File: src/rtl/edo_pkg.sv
package edo_pkg;
  typedef enum logic [2:0] {
    ST_IDLE,
    ST_REFRESH,
    ST_RCD,
    ST_CAS,
    ST_OPEN,
    ST_RP
  } ctl_state_e;
endpackage

File: src/rtl/edo_page_track.sv
module edo_page_track #(
  parameter int ROW_W = 11
) (
  input  logic             clk,
  input  logic             rst,
  input  logic             open_stb,
  input  logic [ROW_W-1:0] open_row,
  input  logic             close_stb,
  input  logic [ROW_W-1:0] cmp_row,
  output logic             hit
);
  logic             open_q;
  logic [ROW_W-1:0] row_q;

  always_ff @(posedge clk) begin
    if (rst) begin
      open_q <= 1'b0;
      row_q  <= '0;
    end else if (open_stb) begin
      open_q <= 1'b1;
      row_q  <= open_row;
    end else if (close_stb) begin
      open_q <= 1'b0;
    end
  end

  assign hit = open_q && (row_q == cmp_row);

  // a row is only closed when one is open
  assert_close_open_R7: assert property (@(posedge clk) disable iff (rst)
    close_stb |-> open_q);
endmodule

File: src/rtl/edo_ras_guard.sv
module edo_ras_guard #(
  parameter int RAS_MAX_CYC = 4900,
  parameter int MARGIN      = 4
) (
  input  logic clk,
  input  logic rst,
  input  logic ras_low,
  output logic force_close
);
  localparam int LIMIT = RAS_MAX_CYC - MARGIN;
  localparam int CW    = $clog2(RAS_MAX_CYC + 2);
  localparam logic [CW-1:0] SAT = {CW{1'b1}};

  logic [CW-1:0] low_cnt;

  always_ff @(posedge clk) begin
    if (rst || !ras_low) low_cnt <= '0;
    else if (low_cnt != SAT) low_cnt <= low_cnt + 1'b1;
  end

  assign force_close = (low_cnt >= CW'(LIMIT));

  assert_ras_window_R9: assert property (@(posedge clk) disable iff (rst)
    low_cnt <= CW'(RAS_MAX_CYC));
endmodule

File: src/rtl/edo_rd_capture.sv
module edo_rd_capture #(
  parameter int LAT  = 2,
  parameter int DQ_W = 4
) (
  input  logic            clk,
  input  logic            rst,
  input  logic            launch,
  input  logic [DQ_W-1:0] dq_in,
  output logic            rd_valid,
  output logic [DQ_W-1:0] rd_data
);
  logic [LAT-1:0] pipe_q;

  generate
    if (LAT == 1) begin : g_one
      always_ff @(posedge clk) begin
        if (rst) pipe_q <= '0;
        else     pipe_q <= launch;
      end
    end else begin : g_many
      always_ff @(posedge clk) begin
        if (rst) pipe_q <= '0;
        else     pipe_q <= {pipe_q[LAT-2:0], launch};
      end
    end
  endgenerate

  always_ff @(posedge clk) begin
    if (rst) begin
      rd_valid <= 1'b0;
      rd_data  <= '0;
    end else begin
      rd_valid <= pipe_q[LAT-1];
      if (pipe_q[LAT-1]) rd_data <= dq_in;
    end
  end

  // page cycle spacing keeps at most one read waiting for its sample
  assert_one_in_flight_R5: assert property (@(posedge clk) disable iff (rst)
    $countones(pipe_q) <= 1);
endmodule

File: src/rtl/edo_page_ctrl.sv
module edo_page_ctrl
  import edo_pkg::*;
#(
  parameter int ROW_W       = 11,
  parameter int COL_W       = 11,
  parameter int DQ_W        = 4,
  parameter int T_RCD       = 1,
  parameter int T_CAS       = 1,
  parameter int T_CP        = 1,
  parameter int T_RP        = 2,
  parameter int RD_LAT      = 2,
  parameter int RAS_MAX_CYC = 4900
) (
  input  logic                     clk,
  input  logic                     rst,
  input  logic                     req_valid,
  output logic                     req_ready,
  input  logic                     req_write,
  input  logic [ROW_W+COL_W-1:0]   req_addr,
  input  logic [DQ_W-1:0]          req_wdata,
  output logic                     rd_valid,
  output logic [DQ_W-1:0]          rd_data,
  input  logic                     refresh_req,
  output logic                     refresh_grant,
  output logic                     dram_ras_n,
  output logic                     dram_cas_n,
  output logic                     dram_we_n,
  output logic                     dram_oe_n,
  output logic [((ROW_W>COL_W)?ROW_W:COL_W)-1:0] dram_addr,
  output logic [DQ_W-1:0]          dram_dq_out,
  output logic                     dram_dq_oe,
  input  logic [DQ_W-1:0]          dram_dq_in
);
  localparam int ADDR_W = ROW_W + COL_W;
  localparam int PIN_W  = (ROW_W > COL_W) ? ROW_W : COL_W;
  localparam int T_A    = (T_RCD > T_CAS) ? T_RCD : T_CAS;
  localparam int T_B    = (T_CP > T_RP) ? T_CP : T_RP;
  localparam int MAXT   = (T_A > T_B) ? T_A : T_B;
  localparam int CNT_W  = $clog2(MAXT + 1);
  localparam int MARGIN = T_CAS + T_CP + 2;

  ctl_state_e       state_q;
  logic [CNT_W-1:0] cnt_q;
  logic             cnt_done;

  logic [COL_W-1:0] col_q;
  logic             wr_q;
  logic [DQ_W-1:0]  wd_q;

  logic             ras_n_q, cas_n_q, we_n_q, oe_n_q, dq_oe_q, grant_q;
  logic [PIN_W-1:0] addr_q;
  logic [DQ_W-1:0]  dq_q;

  logic [ROW_W-1:0] in_row;
  logic [COL_W-1:0] in_col;
  logic             hit, force_close, accept, close_now;
  logic             issue_col, nx_wr, launch_rd;
  logic [COL_W-1:0] nx_col;
  logic [DQ_W-1:0]  nx_wd;

  assign in_row   = req_addr[ADDR_W-1:COL_W];
  assign in_col   = req_addr[COL_W-1:0];
  assign cnt_done = (cnt_q == '0);

  // acceptance: from a closed bank, or as a page hit once precharge is done
  always_comb begin
    req_ready = 1'b0;
    if (state_q == ST_IDLE)
      req_ready = !refresh_req;
    else if (state_q == ST_OPEN)
      req_ready = cnt_done && !refresh_req && !force_close && hit;
  end
  assign accept = req_valid && req_ready;

  assign close_now = (state_q == ST_OPEN) && cnt_done &&
                     (refresh_req || force_close || (req_valid && !hit));

  // column source: latched request after row open, live request on a hit
  always_comb begin
    if (state_q == ST_OPEN) begin
      nx_col = in_col;
      nx_wr  = req_write;
      nx_wd  = req_wdata;
    end else begin
      nx_col = col_q;
      nx_wr  = wr_q;
      nx_wd  = wd_q;
    end
  end
  assign issue_col = ((state_q == ST_RCD) && cnt_done) ||
                     ((state_q == ST_OPEN) && accept);
  assign launch_rd = issue_col && !nx_wr;

  always_ff @(posedge clk) begin
    if (rst) begin
      state_q <= ST_IDLE;
      cnt_q   <= '0;
      col_q   <= '0;
      wr_q    <= 1'b0;
      wd_q    <= '0;
      ras_n_q <= 1'b1;
      cas_n_q <= 1'b1;
      we_n_q  <= 1'b1;
      oe_n_q  <= 1'b1;
      dq_oe_q <= 1'b0;
      grant_q <= 1'b0;
      addr_q  <= '0;
      dq_q    <= '0;
    end else begin
      if (issue_col) begin
        addr_q  <= PIN_W'(nx_col);
        cas_n_q <= 1'b0;
        we_n_q  <= !nx_wr;
        oe_n_q  <= nx_wr;
        dq_q    <= nx_wd;
        dq_oe_q <= nx_wr;
        cnt_q   <= CNT_W'(T_CAS - 1);
        state_q <= ST_CAS;
      end else begin
        unique case (state_q)
          ST_IDLE: begin
            if (refresh_req) begin
              grant_q <= 1'b1;
              state_q <= ST_REFRESH;
            end else if (req_valid) begin
              col_q   <= in_col;
              wr_q    <= req_write;
              wd_q    <= req_wdata;
              addr_q  <= PIN_W'(in_row);
              ras_n_q <= 1'b0;
              cnt_q   <= CNT_W'(T_RCD - 1);
              state_q <= ST_RCD;
            end
          end
          ST_REFRESH: begin
            if (!refresh_req) begin
              grant_q <= 1'b0;
              state_q <= ST_IDLE;
            end
          end
          ST_RCD: begin
            cnt_q <= cnt_q - 1'b1;
          end
          ST_CAS: begin
            if (cnt_done) begin
              cas_n_q <= 1'b1;
              we_n_q  <= 1'b1;
              dq_oe_q <= 1'b0;
              cnt_q   <= CNT_W'(T_CP - 1);
              state_q <= ST_OPEN;
            end else begin
              cnt_q <= cnt_q - 1'b1;
            end
          end
          ST_OPEN: begin
            if (!cnt_done) begin
              cnt_q <= cnt_q - 1'b1;
            end else if (close_now) begin
              ras_n_q <= 1'b1;
              oe_n_q  <= 1'b1;
              cnt_q   <= CNT_W'(T_RP - 1);
              state_q <= ST_RP;
            end
          end
          ST_RP: begin
            if (cnt_done) state_q <= ST_IDLE;
            else          cnt_q   <= cnt_q - 1'b1;
          end
          default: state_q <= ST_IDLE;
        endcase
      end
    end
  end

  edo_page_track #(.ROW_W(ROW_W)) u_track (
    .clk       (clk),
    .rst       (rst),
    .open_stb  ((state_q == ST_IDLE) && accept),
    .open_row  (in_row),
    .close_stb (close_now),
    .cmp_row   (in_row),
    .hit       (hit)
  );

  edo_ras_guard #(.RAS_MAX_CYC(RAS_MAX_CYC), .MARGIN(MARGIN)) u_guard (
    .clk         (clk),
    .rst         (rst),
    .ras_low     (!ras_n_q),
    .force_close (force_close)
  );

  edo_rd_capture #(.LAT(RD_LAT), .DQ_W(DQ_W)) u_capture (
    .clk      (clk),
    .rst      (rst),
    .launch   (launch_rd),
    .dq_in    (dram_dq_in),
    .rd_valid (rd_valid),
    .rd_data  (rd_data)
  );

  assign dram_ras_n    = ras_n_q;
  assign dram_cas_n    = cas_n_q;
  assign dram_we_n     = we_n_q;
  assign dram_oe_n     = oe_n_q;
  assign dram_addr     = addr_q;
  assign dram_dq_out   = dq_q;
  assign dram_dq_oe    = dq_oe_q;
  assign refresh_grant = grant_q;

  assert_cas_inside_ras_R10: assert property (@(posedge clk) disable iff (rst)
    !dram_cas_n |-> !dram_ras_n);

  assert_rcd_before_cas_R2: assert property (@(posedge clk) disable iff (rst)
    $fell(dram_cas_n) |-> $past(!dram_ras_n));

  assert_col_hold_R3: assert property (@(posedge clk) disable iff (rst)
    (!dram_cas_n && $past(!dram_cas_n)) |-> ($stable(dram_addr) && $stable(dram_we_n)));

  assert_write_drive_R4: assert property (@(posedge clk) disable iff (rst)
    (!dram_cas_n && !dram_we_n) |-> (dram_dq_oe && dram_oe_n));

  assert_grant_idle_R8: assert property (@(posedge clk) disable iff (rst)
    refresh_grant |-> (dram_ras_n && dram_cas_n && !req_ready));

  assert_precharge_R7: assert property (@(posedge clk) disable iff (rst)
    $rose(dram_ras_n) |=> dram_ras_n);
endmodule

File: config.mk
export PLATFORM = sky130hd
export DESIGN_NAME = edo_page_ctrl
export DESIGN_NICKNAME = d
export VERILOG_FILES = /design/src/rtl/edo_pkg.sv /design/src/rtl/edo_page_track.sv /design/src/rtl/edo_ras_guard.sv /design/src/rtl/edo_rd_capture.sv /design/src/rtl/edo_page_ctrl.sv
export SDC_FILE = /design/constraint.sdc
export NUM_CORES = 1
export LEC_CHECK = 0
export BUFFER_PORTS_ARGS = -buffer_cell sky130_fd_sc_hd__buf_4
export CAP_MARGIN = 20
export CORE_UTILIZATION = 30
export CTS_CLUSTER_SIZE = 8
export DETAILED_ROUTE_END_ITERATION = 6
export PLACE_DENSITY = 0.53
export SLEW_MARGIN = 10
export SYNTH_ARGS = -nofsm -noshare
export SYNTH_HDL_FRONTEND = slang
export SYNTH_SLANG_ARGS = --single-unit
export TNS_END_PERCENT = 10
File: constraint.sdc
create_clock -name clk -period 2.2 [get_ports clk]
set_input_delay 0.44 -clock clk [delete_from_list [all_inputs] [get_ports clk]]
set_output_delay 0.44 -clock clk [all_outputs]
set_load 0.01 [all_outputs]
==> impl_metrics.ini, run 1 <==
[grt]
grt_first_pass_wirelength_mm = 13.5
grt_max_degree = 41
grt_pass1_vias = 2736
overflow = 0
antenna_found_initial = 0
grt_use_total_pct = 14.8

[power_and_ir_drop]
p_switching_uw = 1680
p_leak_uw = 0.00172
pwr-share-comb_pct = 35.4
power_per_cell_area_nw_per_um2 = 1110
peakVddDrop_v = 0.000379
p_sw_share_pct = 33.5
sequentialPowerShare_pct = 35.2
clkPwrFrac_pct = 29.5
intPower_uw = 3330

[synth]
ys_ff_latch = 74
synth_ff_type = dfxtp_1
synthesis.nets = 455
synth_fa_ha_area_share_pct = 1.84
synth_area_leader_cell = dfxtp_1
netlist_area_sq_um = 3390
synth-xor-area-share_pct = 5.68
synth_mux_area_share_pct = 5.93
synth_compound_gate_area_share_pct = 15.4
yosys_warnings = 0
synth.most_common_cell = nand2_1
yosys-top-cells-count = nand2_1 (90), dfxtp_1 (74), nor2_1 (49), a21oi_1 (38), mux2i_1 (19)
synth-seq-area-share_pct = 43.6
avgSynthCellArea_sq_um = 8.18
synthTopCellsByArea = dfxtp_1 (44%), nand2_1 (10%), a21oi_1 (5.6%)
synth-simple-area-share_pct = 23.0
synth_async_sr_flop_share_pct = 0
synth_edf_count = 0
synthCells = 415
synth_top_area_share_pct = 43.6
ys_types = 49
synth_top_family_by_area = simple AND/OR/NAND/NOR gates

[final_layout]
finalNetCount = 521
syn2layout_area_growth_pct = 33.0
diodes = 0
final_layout_size_suffix_gt1_share_pct = 25.5
post-route-util_pct = 41.3
design_area_sq_um = 4520

[detailed_routing]
vias = 2972
drc_errors = 0
top_layer = met4
ant_nets = 0
wirelength_mm = 8.18
met2_length_mm = 3.77
routed_via_density = 4.75
drt_iter0_markers = 113
post_drt_wl_per_cell_microns = 13.1
first_pass_iters = 4
met1_length_mm = 3.91
wl_met3_microns = 401

[die]
die_h_microns = 108
die_x_microns = 108
core_area_sq_um = 10900
io_pins = 62
fp-row-count = 38
dieArea_sq_um = 11700
initial_core_util_pct = 31.0

[setup_path]
arrival_ns = 2.38
cp_cell_sequence = xnor2_2, nand4_1, or3_4, buf_6, or2_4, o21ai_4, o21ba_4, a2111oi_4
cpPeakStageDelay_ns = 0.44
end_kind = flop
required_ns = 2.43
crit_slowest_cell = or3_4
critical_path_class = flop to flop
cp_max_fo = 4
start_kind = flop

[sta]
finalCritPeriodShare_pct = 97.7
hold_viol_final = 0
hold_slack_ns = 0.346
finClkSkew_ns = 0.0124
slew-limit-headroom_pct = 64.4
rsz0062_at_grt = yes
tightestPinTransition_ns = 0.527
period_needed_ns = 2.15
report.final.slew_viol_count = 0
fmax_mhz = 465
setup_violations = 0

[placed_design]
io_buffers = 61
gp_congestion = 0.848
hpwl_mm = 5.68
placed_area_sq_um = 4080

[cts]
cts_root_buffer = clkbuf_16
htreeDepth = 3
holdBufCountCts = 0
cts_buffers = 9
cts_tree = built
cts_buffer_depth = 2
insertion_delay_ns = 0.34
cts.sinks = 74
cts.reportedPaths.clkPinSlew_ns = 0.06

[min_path]
hold_path.class = input port to flop

[status]
status = completed

[job]
drv_cap = 0
-- registers in the layout, summed over array words and instances, names as in the netlist --
register and cells:
cnt_q 2, col_q 11, dram_addr 11, dram_cas_n 1, dram_dq_oe 1, dram_dq_out 4
dram_oe_n 1, dram_ras_n 1, dram_we_n 1, refresh_grant 1, state_q 3, u_capture.pipe_q 2
u_capture.rd_data 4, u_capture.rd_valid 1, u_guard.low_cnt 13, u_track.open_q 1, u_track.row_q 11, wd_q 4
wr_q 1
-- worst max-delay path: cells and delay by family, from the launching register on --
| family | cells | cell delay, ns |
|---|---|---|
| and+or+nand+nor | 3 | 0.80 |
| AOI/OAI and AO/OA | 3 | 0.63 |
| DFF | 1 | 0.33 |
| xor gates and xnor gates | 1 | 0.16 |
| buffers and inverters | 1 | 0.13 |
-- power by group through the flow --
stage                     clock [uW]  combinational (uW)  sequential, uW
after floorplan                    0                 980            1810
after global placement             0                1620            1790
after detailed placement           0                1640            1790
after CTS                       1520                1670            1760
after global routing            1590                1970            1800
final                           1480                1770            1770
-- final cells by class --
type                       count  area, sq um
clock buffer                   9          225
clock inverter                 7         75.1
fill                        1146         6420
inverter                       9         33.8
multi-input combinational    304         1850
sequential                    74         1490
tap                          140          175
timing repair buffer          83          672
-- layer usage --
layer / global-route usage, % / vias up
met5: 0 / -
met2: 22.6 / 65
li1: - / 1548
met3: 3.86 / 10
met1: 20.2 / 1349
met4: 4.63 / 0
-- cell usage in the layout (no fill, tap or decap), types with 3 or more instances in the layout --
master | netlist | final
dfxtp_1 | 74 | 69
inv_1 | 9 | 7
xnor2_2 | 0 | 4
nor4_1 | 3 | 3
buf_4 | 0 | 77
buf_12 | 0 | 3
nand4_1 | 5 | 5
ha_1 | 5 | 4
o21ai_0 | 3 | 3
nand2_1 | 90 | 90
a21oi_1 | 38 | 38
nor3_1 | 5 | 5
xnor2_1 | 13 | 9
dfxtp_2 | 0 | 5
nand3_1 | 6 | 6
buf_6 | 0 | 3
and3_1 | 4 | 4
nor2b_1 | 3 | 3
clkbuf_16 | 0 | 9
a211oi_1 | 16 | 15
clkinvlp_4 | 0 | 3
xor2_1 | 9 | 9
mux2i_1 | 19 | 19
nor2_1 | 49 | 49
-- per-stage QoR --
stage	power, uW	instances	TNS, ns	worst slack (ns)
2_1_floorplan	2780	415	0	0.0654
3_3_place_gp	3420	607	-0.648	-0.107
3_5_place_dp	3430	607	-1.06	-0.0913
4_1_cts	4940	623	0	0.0222
5_1_grt	5360	626	-0.137	-0.0578
6_report	5020	626	0	0.0499
-- worst paths after layout --
path	to	cells after the start	slack, ns	startpoint
max	state_q[0]$_SDFFE_PP0P_	8	0.05	u_track.row_q[10]$_SDFFE_PP0P_
min	u_capture.rd_data[1]$_SDFFE_PP0P_	3	0.35	dram_dq_in[1]
max reg2reg	state_q[0]$_SDFFE_PP0P_	8	0.05	u_track.row_q[10]$_SDFFE_PP0P_
min reg2reg	wd_q[3]$_SDFFE_PP0P_	2	0.45	wd_q[3]$_SDFFE_PP0P_
-- timing repair --
item,in CTS,in global routing
resized for setup,3,22
setup buffers,1,3
setup endpoints to repair,1,21
pin swaps,7,8
-- cells by family after synthesis --
family	Yosys count
multiplexers	20
AO/OA/AOI/OAI	78
flip-flops	74
XOR/XNOR	22
AND/OR/NAND/NOR	179
buffers and inverters	37
adder cells (fa/ha/maj)	5
No activity file was read; power rests on OpenSTA's default activity.
==> run 2, diff against run 1 <==
--- a/config.mk
+++ b/config.mk
@@ -11,6 +11,7 @@
 export CTS_CLUSTER_SIZE = 8
 export DETAILED_ROUTE_END_ITERATION = 6
 export PLACE_DENSITY = 0.53
+export RECOVER_POWER = 25
 export SLEW_MARGIN = 10
 export SYNTH_ARGS = -nofsm -noshare
 export SYNTH_HDL_FRONTEND = slang
==> constraint.sdc (replaced) <==
create_clock -name clk -period 2.2 [get_ports clk]
set_input_delay 0.11 -clock clk [delete_from_list [all_inputs] [get_ports clk]]
set_output_delay 0.11 -clock clk [all_outputs]
set_load 0.01 [all_outputs]
==> run 2 against run 1 <==
Against the previous run:
- non-clock buffer count down 10
- core utilization down 1.2 points
- critical path depth up 2
- global-route usage down 0.29 points
- cell count down 1.6%
- register-to-register slack better by 0.04 ns
- combinational power down 3%
- power down 0.97%
- clock skew down 0.0048 ns
- routed wire length up 2.2%
- sequential cell count unchanged
- cell area down 3.0%
==> impl_metrics.ini, run 2 (same netlist as run 1, synthesis figures left out) <==
[power_and_ir_drop]
intPower_uw = 3310
sequentialPowerShare_pct = 35.3
p_switching_uw = 1660
power_per_cell_area_nw_per_um2 = 1130
clkPwrFrac_pct = 30.0
peakVddDrop_v = 0.000498
p_sw_share_pct = 33.4
pwr-share-comb_pct = 34.7
p_leak_uw = 0.00164

[final_layout]
top_register = u_guard.low_cnt
final_layout_size_suffix_gt1_share_pct = 21.0
largest_reg_flops = 13
multi_input_area_sq_um = 1800
fin_cells = 616
mostFrequentLayoutCell = nand2_1
diodes = 0
design_area_sq_um = 4380
register_area_sq_um = 1480
syn2layout_area_growth_pct = 29.1
post-route-util_pct = 40.1
fillCellCount = 1145
layout.cells.most_common_list = nand2_1 (90), dfxtp_1 (74), buf_4 (70)
finalNetCount = 511

[detailed_routing]
wirelength_mm = 8.36
ant_nets = 0
first_pass_iters = 5
drc_errors = 0
routed_via_density = 4.73
drt_iter0_markers = 111
vias = 2915
post_drt_wl_per_cell_microns = 13.6

[die]
fp-row-count = 38
io_pins = 62
initial_core_util_pct = 31.0
die_h_microns = 108
die_x_microns = 108
core_area_sq_um = 10900
dieArea_sq_um = 11700

[setup_path]
critical_path_class = flop to flop
cp_max_fo = 18
end_kind = flop
arrival_ns = 2.32
worst_r2r_path_depth = 10
required_ns = 2.40
start_kind = flop

[cts]
cts_tree = built
cts_root_buffer = clkbuf_16
cts_buffer_depth = 2
cts_buffers = 9
cts.sinks = 74
holdBufCountCts = 0
cts.reportedPaths.clkPinSlew_ns = 0.06
insertion_delay_ns = 0.32
htreeDepth = 3

[grt]
grt_use_total_pct = 14.5
grt_pass1_vias = 2683
use_met2_pct = 22.6
grt_use_met1_pct = 19.6
antenna_found_initial = 0
overflow = 0
busiest_layer = met2
grt_first_pass_wirelength_mm = 13.3
grt_use_met3_pct = 4.04
grt_max_degree = 63

[sta]
rsz0062_at_grt = yes
slew-limit-headroom_pct = 51.6
setup-tns-final_ns = 0
finalCritPeriodShare_pct = 96.0
finClkSkew_ns = 0.00768
fmax_mhz = 473
period_needed_ns = 2.11
tightestPinTransition_ns = 0.726
hold_viol_final = 0
setup_violations = 0
report.final.slew_viol_count = 0

[min_path]
holdPathStages = 3
hold_path.class = input port to flop

[placed_design]
placed_cells = 599
io_buffers = 61
hpwl_mm = 5.55
placed_area_sq_um = 4020
gp_congestion = 0.821

[status]
status = completed

[job]
drv_cap = 0
## run 2: changes by cell type in the layout (fill, tap and decap cells not counted), moves of 3 or more
cell,change
dfxtp_1,+5
buf_4,-7
xnor2_2,-4
buf_6,-3
xnor2_1,+4
dfxtp_2,-5
## run 2: repair_timing
action / in CTS / in global routing
endpoints found under the setup margin: 0 / 11
gates resized for setup: 0 / 5
buffers inserted: 0 / 0
## run 2: worst paths after layout
check	start	end	slack, ns
setup reg to reg	cnt_q[0]$_SDFFE_PP0P_	dram_we_n$_SDFFE_PP1P_	0.09
setup / recovery	cnt_q[0]$_SDFFE_PP0P_	dram_we_n$_SDFFE_PP1P_	0.09
hold / removal	dram_dq_in[2]	u_capture.rd_data[2]$_SDFFE_PP0P_	0.03
hold reg to reg	wd_q[0]$_SDFFE_PP0P_	wd_q[0]$_SDFFE_PP0P_	0.45
## run 2: stage by stage
stage	setup slack (ns)	hold WS, ns	power [uW]
after global routing	-0.0321	0.0230	5300
after global placement	0.107	0.345	3390
after CTS	0.0228	0.0163	4930
final	0.0870	0.0262	4970
after floorplan	0.0654	0.246	2780
after detailed placement	0.0502	0.356	3400
## run 2: area by class of cell
class	instances	share of cell area, %
Sequential cell	74	33.8
Multi-Input combinational cell	304	41.0
Inverter	9	0.771
Timing Repair Buffer	73	13.5
Clock buffer	11	5.54
Tap cell	140	4.00
Clock inverter	5	1.43
## run 2: worst max-delay path: stages, from the launching register on
cell and delay (ns):
dfxtp_1 0.33, inv_2 0.08, ha_1 0.16, and4bb_1 0.23, o2111a_1 0.23, nand2_1 0.09
or2_4 0.26, o21ai_4 0.10, buf_12 0.19, a2bb2oi_1 0.06, or2_2 0.27
## run 2: per-layer routing
| metal | part of all wire, % | up-vias |
|---|---|---|
| met2 | 47 | 70 |
| met1 | 47 | 1327 |
| met4 | 0.48 | 0 |
| met3 | 5.7 | 2 |
| met5 | 0 | - |
| li1 | - | 1516 |
## run 2: power groups by stage
stage	logic (uW)	clock network, uW	registers [uW]
after CTS	1630	1540	1750
after detailed placement	1620	0	1780
final	1720	1490	1760
after global routing	1920	1590	1780
after global placement	1620	0	1780
after floorplan	980	0	1810
==> run 3, diff against run 2 <==
--- a/config.mk
+++ b/config.mk
@@ -10,6 +10,7 @@
 export CORE_UTILIZATION = 30
 export CTS_CLUSTER_SIZE = 8
 export DETAILED_ROUTE_END_ITERATION = 6
+export GPL_TIMING_DRIVEN = 0
 export PLACE_DENSITY = 0.53
 export RECOVER_POWER = 25
 export SLEW_MARGIN = 10
==> run 3 against run 2 <==
Against the previous run:
- maximum frequency down 3.9%
- register-to-register slack worse by 0.08 ns
- largest cell class unchanged
- sequential power is essentially flat
- largest power group unchanged
- critical endpoint is now state_q[1]$_SDFFE_PP0P_
- clock skew about the same
- clock-buffer cell count fell by 1
==> impl_metrics.ini, run 3 (same netlist as run 1, synthesis figures left out) <==
[status]
status = completed

[sta]
tightestPinTransition_ns = 0.628
setup_violations = 0
finClkSkew_ns = 0.00731
fmax_mhz = 455
period_needed_ns = 2.20
fin_ws_ns = 0.00206
hold_slack_ns = 0.0130
rsz0062_at_grt = yes
slew-limit-headroom_pct = 57.6
report.final.slew_viol_count = 0
setup-tns-final_ns = 0
finalCritPeriodShare_pct = 99.9
hold_viol_final = 0

[detailed_routing]
drc_errors = 0
routed_via_density = 4.78
vias = 3046
ant_nets = 0
post_drt_wl_per_cell_microns = 13.8
drt_iter0_markers = 85
wirelength_mm = 8.80
first_pass_iters = 4

[die]
core_area_sq_um = 10900
io_pins = 62
die_x_microns = 108
fp-row-count = 38
dieArea_sq_um = 11700
die_h_microns = 108
initial_core_util_pct = 31.0

[setup_path]
required_ns = 2.38
critical_path_class = flop to flop
start_kind = flop
end_kind = flop
arrival_ns = 2.38
cp_max_fo = 10

[final_layout]
final_layout_size_suffix_gt1_share_pct = 17.1
fillCellCount = 1188
largest_reg_flops = 13
design_area_sq_um = 4320
finalNetCount = 532
mostFrequentLayoutCell = nand2_1
diodes = 0
top_register = u_guard.low_cnt
layout.cells.most_common_list = nand2_1 (90), dfxtp_1 (72), nor2_1 (49)
syn2layout_area_growth_pct = 27.3

[power_and_ir_drop]
clkPwrFrac_pct = 28.3
p_leak_uw = 0.00157
power_per_cell_area_nw_per_um2 = 1090
intPower_uw = 3040
p_sw_share_pct = 35.6
peakVddDrop_v = 0.000444
pwr-share-comb_pct = 35.0
sequentialPowerShare_pct = 36.7
p_switching_uw = 1680

[job]
drv_cap = 0

[placed_design]
placed_area_sq_um = 4010
gp_congestion = 0.870
io_buffers = 59
hpwl_mm = 6.32
pre_cts_slack_ns = -0.313

[cts]
holdBufCountCts = 0
cts_tree = built
cts_root_buffer = clkbuf_16
cts.sinks = 74
cts_buffers = 9
insertion_delay_ns = 0.33
cts.reportedPaths.clkPinSlew_ns = 0.06
cts_buffer_depth = 2
htreeDepth = 3

[grt]
overflow = 0
grt_first_pass_wirelength_mm = 14.0
antenna_found_initial = 0
grt_pass1_vias = 2845
grt_max_degree = 14
grt_use_total_pct = 15.5

[min_path]
hold_path.class = input port to flop
## run 3: through the flow
stage               total power [uW]  std cells  util (%)
global route                    5020        637      39.5
CTS                             4840        635      39.9
global placement                3340        614      36.7
floorplan                       2780        415         -
finish                          4720        637      39.5
detailed placement              3360        614      36.7
## run 3: worst max-delay path, cell delays in order, from the launching register on
cell and delay (ns):
dfxtp_1 0.31, buf_2 0.25, inv_1 0.20, and3_1 0.22, buf_2 0.19, a21boi_2 0.20, nor4b_1 0.54, a2111oi_4 0.11
## run 3: final cells by class
cell class / count / area [sq um] / area share, %
multi-input combinational: 304 / 1820 / 42.2
buffer: 27 / 119 / 2.75
clock inverter: 6 / 42.5 / 0.985
clock buffer: 10 / 229 / 5.30
inverter: 9 / 33.8 / 0.782
timing repair buffer: 67 / 413 / 9.56
sequential: 74 / 1480 / 34.3
tap: 140 / 175 / 4.05
## run 3: per-layer routing
metal	vias to the layer above	share of wire [%]	track usage (%)
li1	1564	-	-
met1	1386	46	19.8
met2	73	46	24.6
met3	23	4.9	2.95
met4	0	3.0	8.49
met5	-	0	0
## run 3: final timing paths
path / startpoint / end / slack (ns) / cells past startpoint
min: dram_dq_in[2] / u_capture.rd_data[2]$_SDFFE_PP0P_ / 0.01 / 3
max: state_q[0]$_SDFFE_PP0P_ / state_q[1]$_SDFFE_PP0P_ / 0.002 / 7
max reg2reg: state_q[0]$_SDFFE_PP0P_ / state_q[1]$_SDFFE_PP0P_ / 0.002 / 7
min reg2reg: u_capture.pipe_q[0]$_SDFF_PP0_ / u_capture.pipe_q[1]$_SDFF_PP0_ / 0.44 / 1
## run 3: what timing repair did
action	CTS	global route
resized for setup	9	8
endpoints found under the setup margin	40	34
hold endpoints to repair	0	0
pin swaps	2	3
buffers inserted	5	3
## run 3: power groups by stage
stage	Combinational, uW	Clock (uW)	Sequential [uW]
3_5_place_dp	1600	0	1760
3_3_place_gp	1580	0	1760
4_1_cts	1720	1380	1740
5_1_grt	1830	1430	1760
6_report	1650	1340	1730
2_1_floorplan	980	0	1810
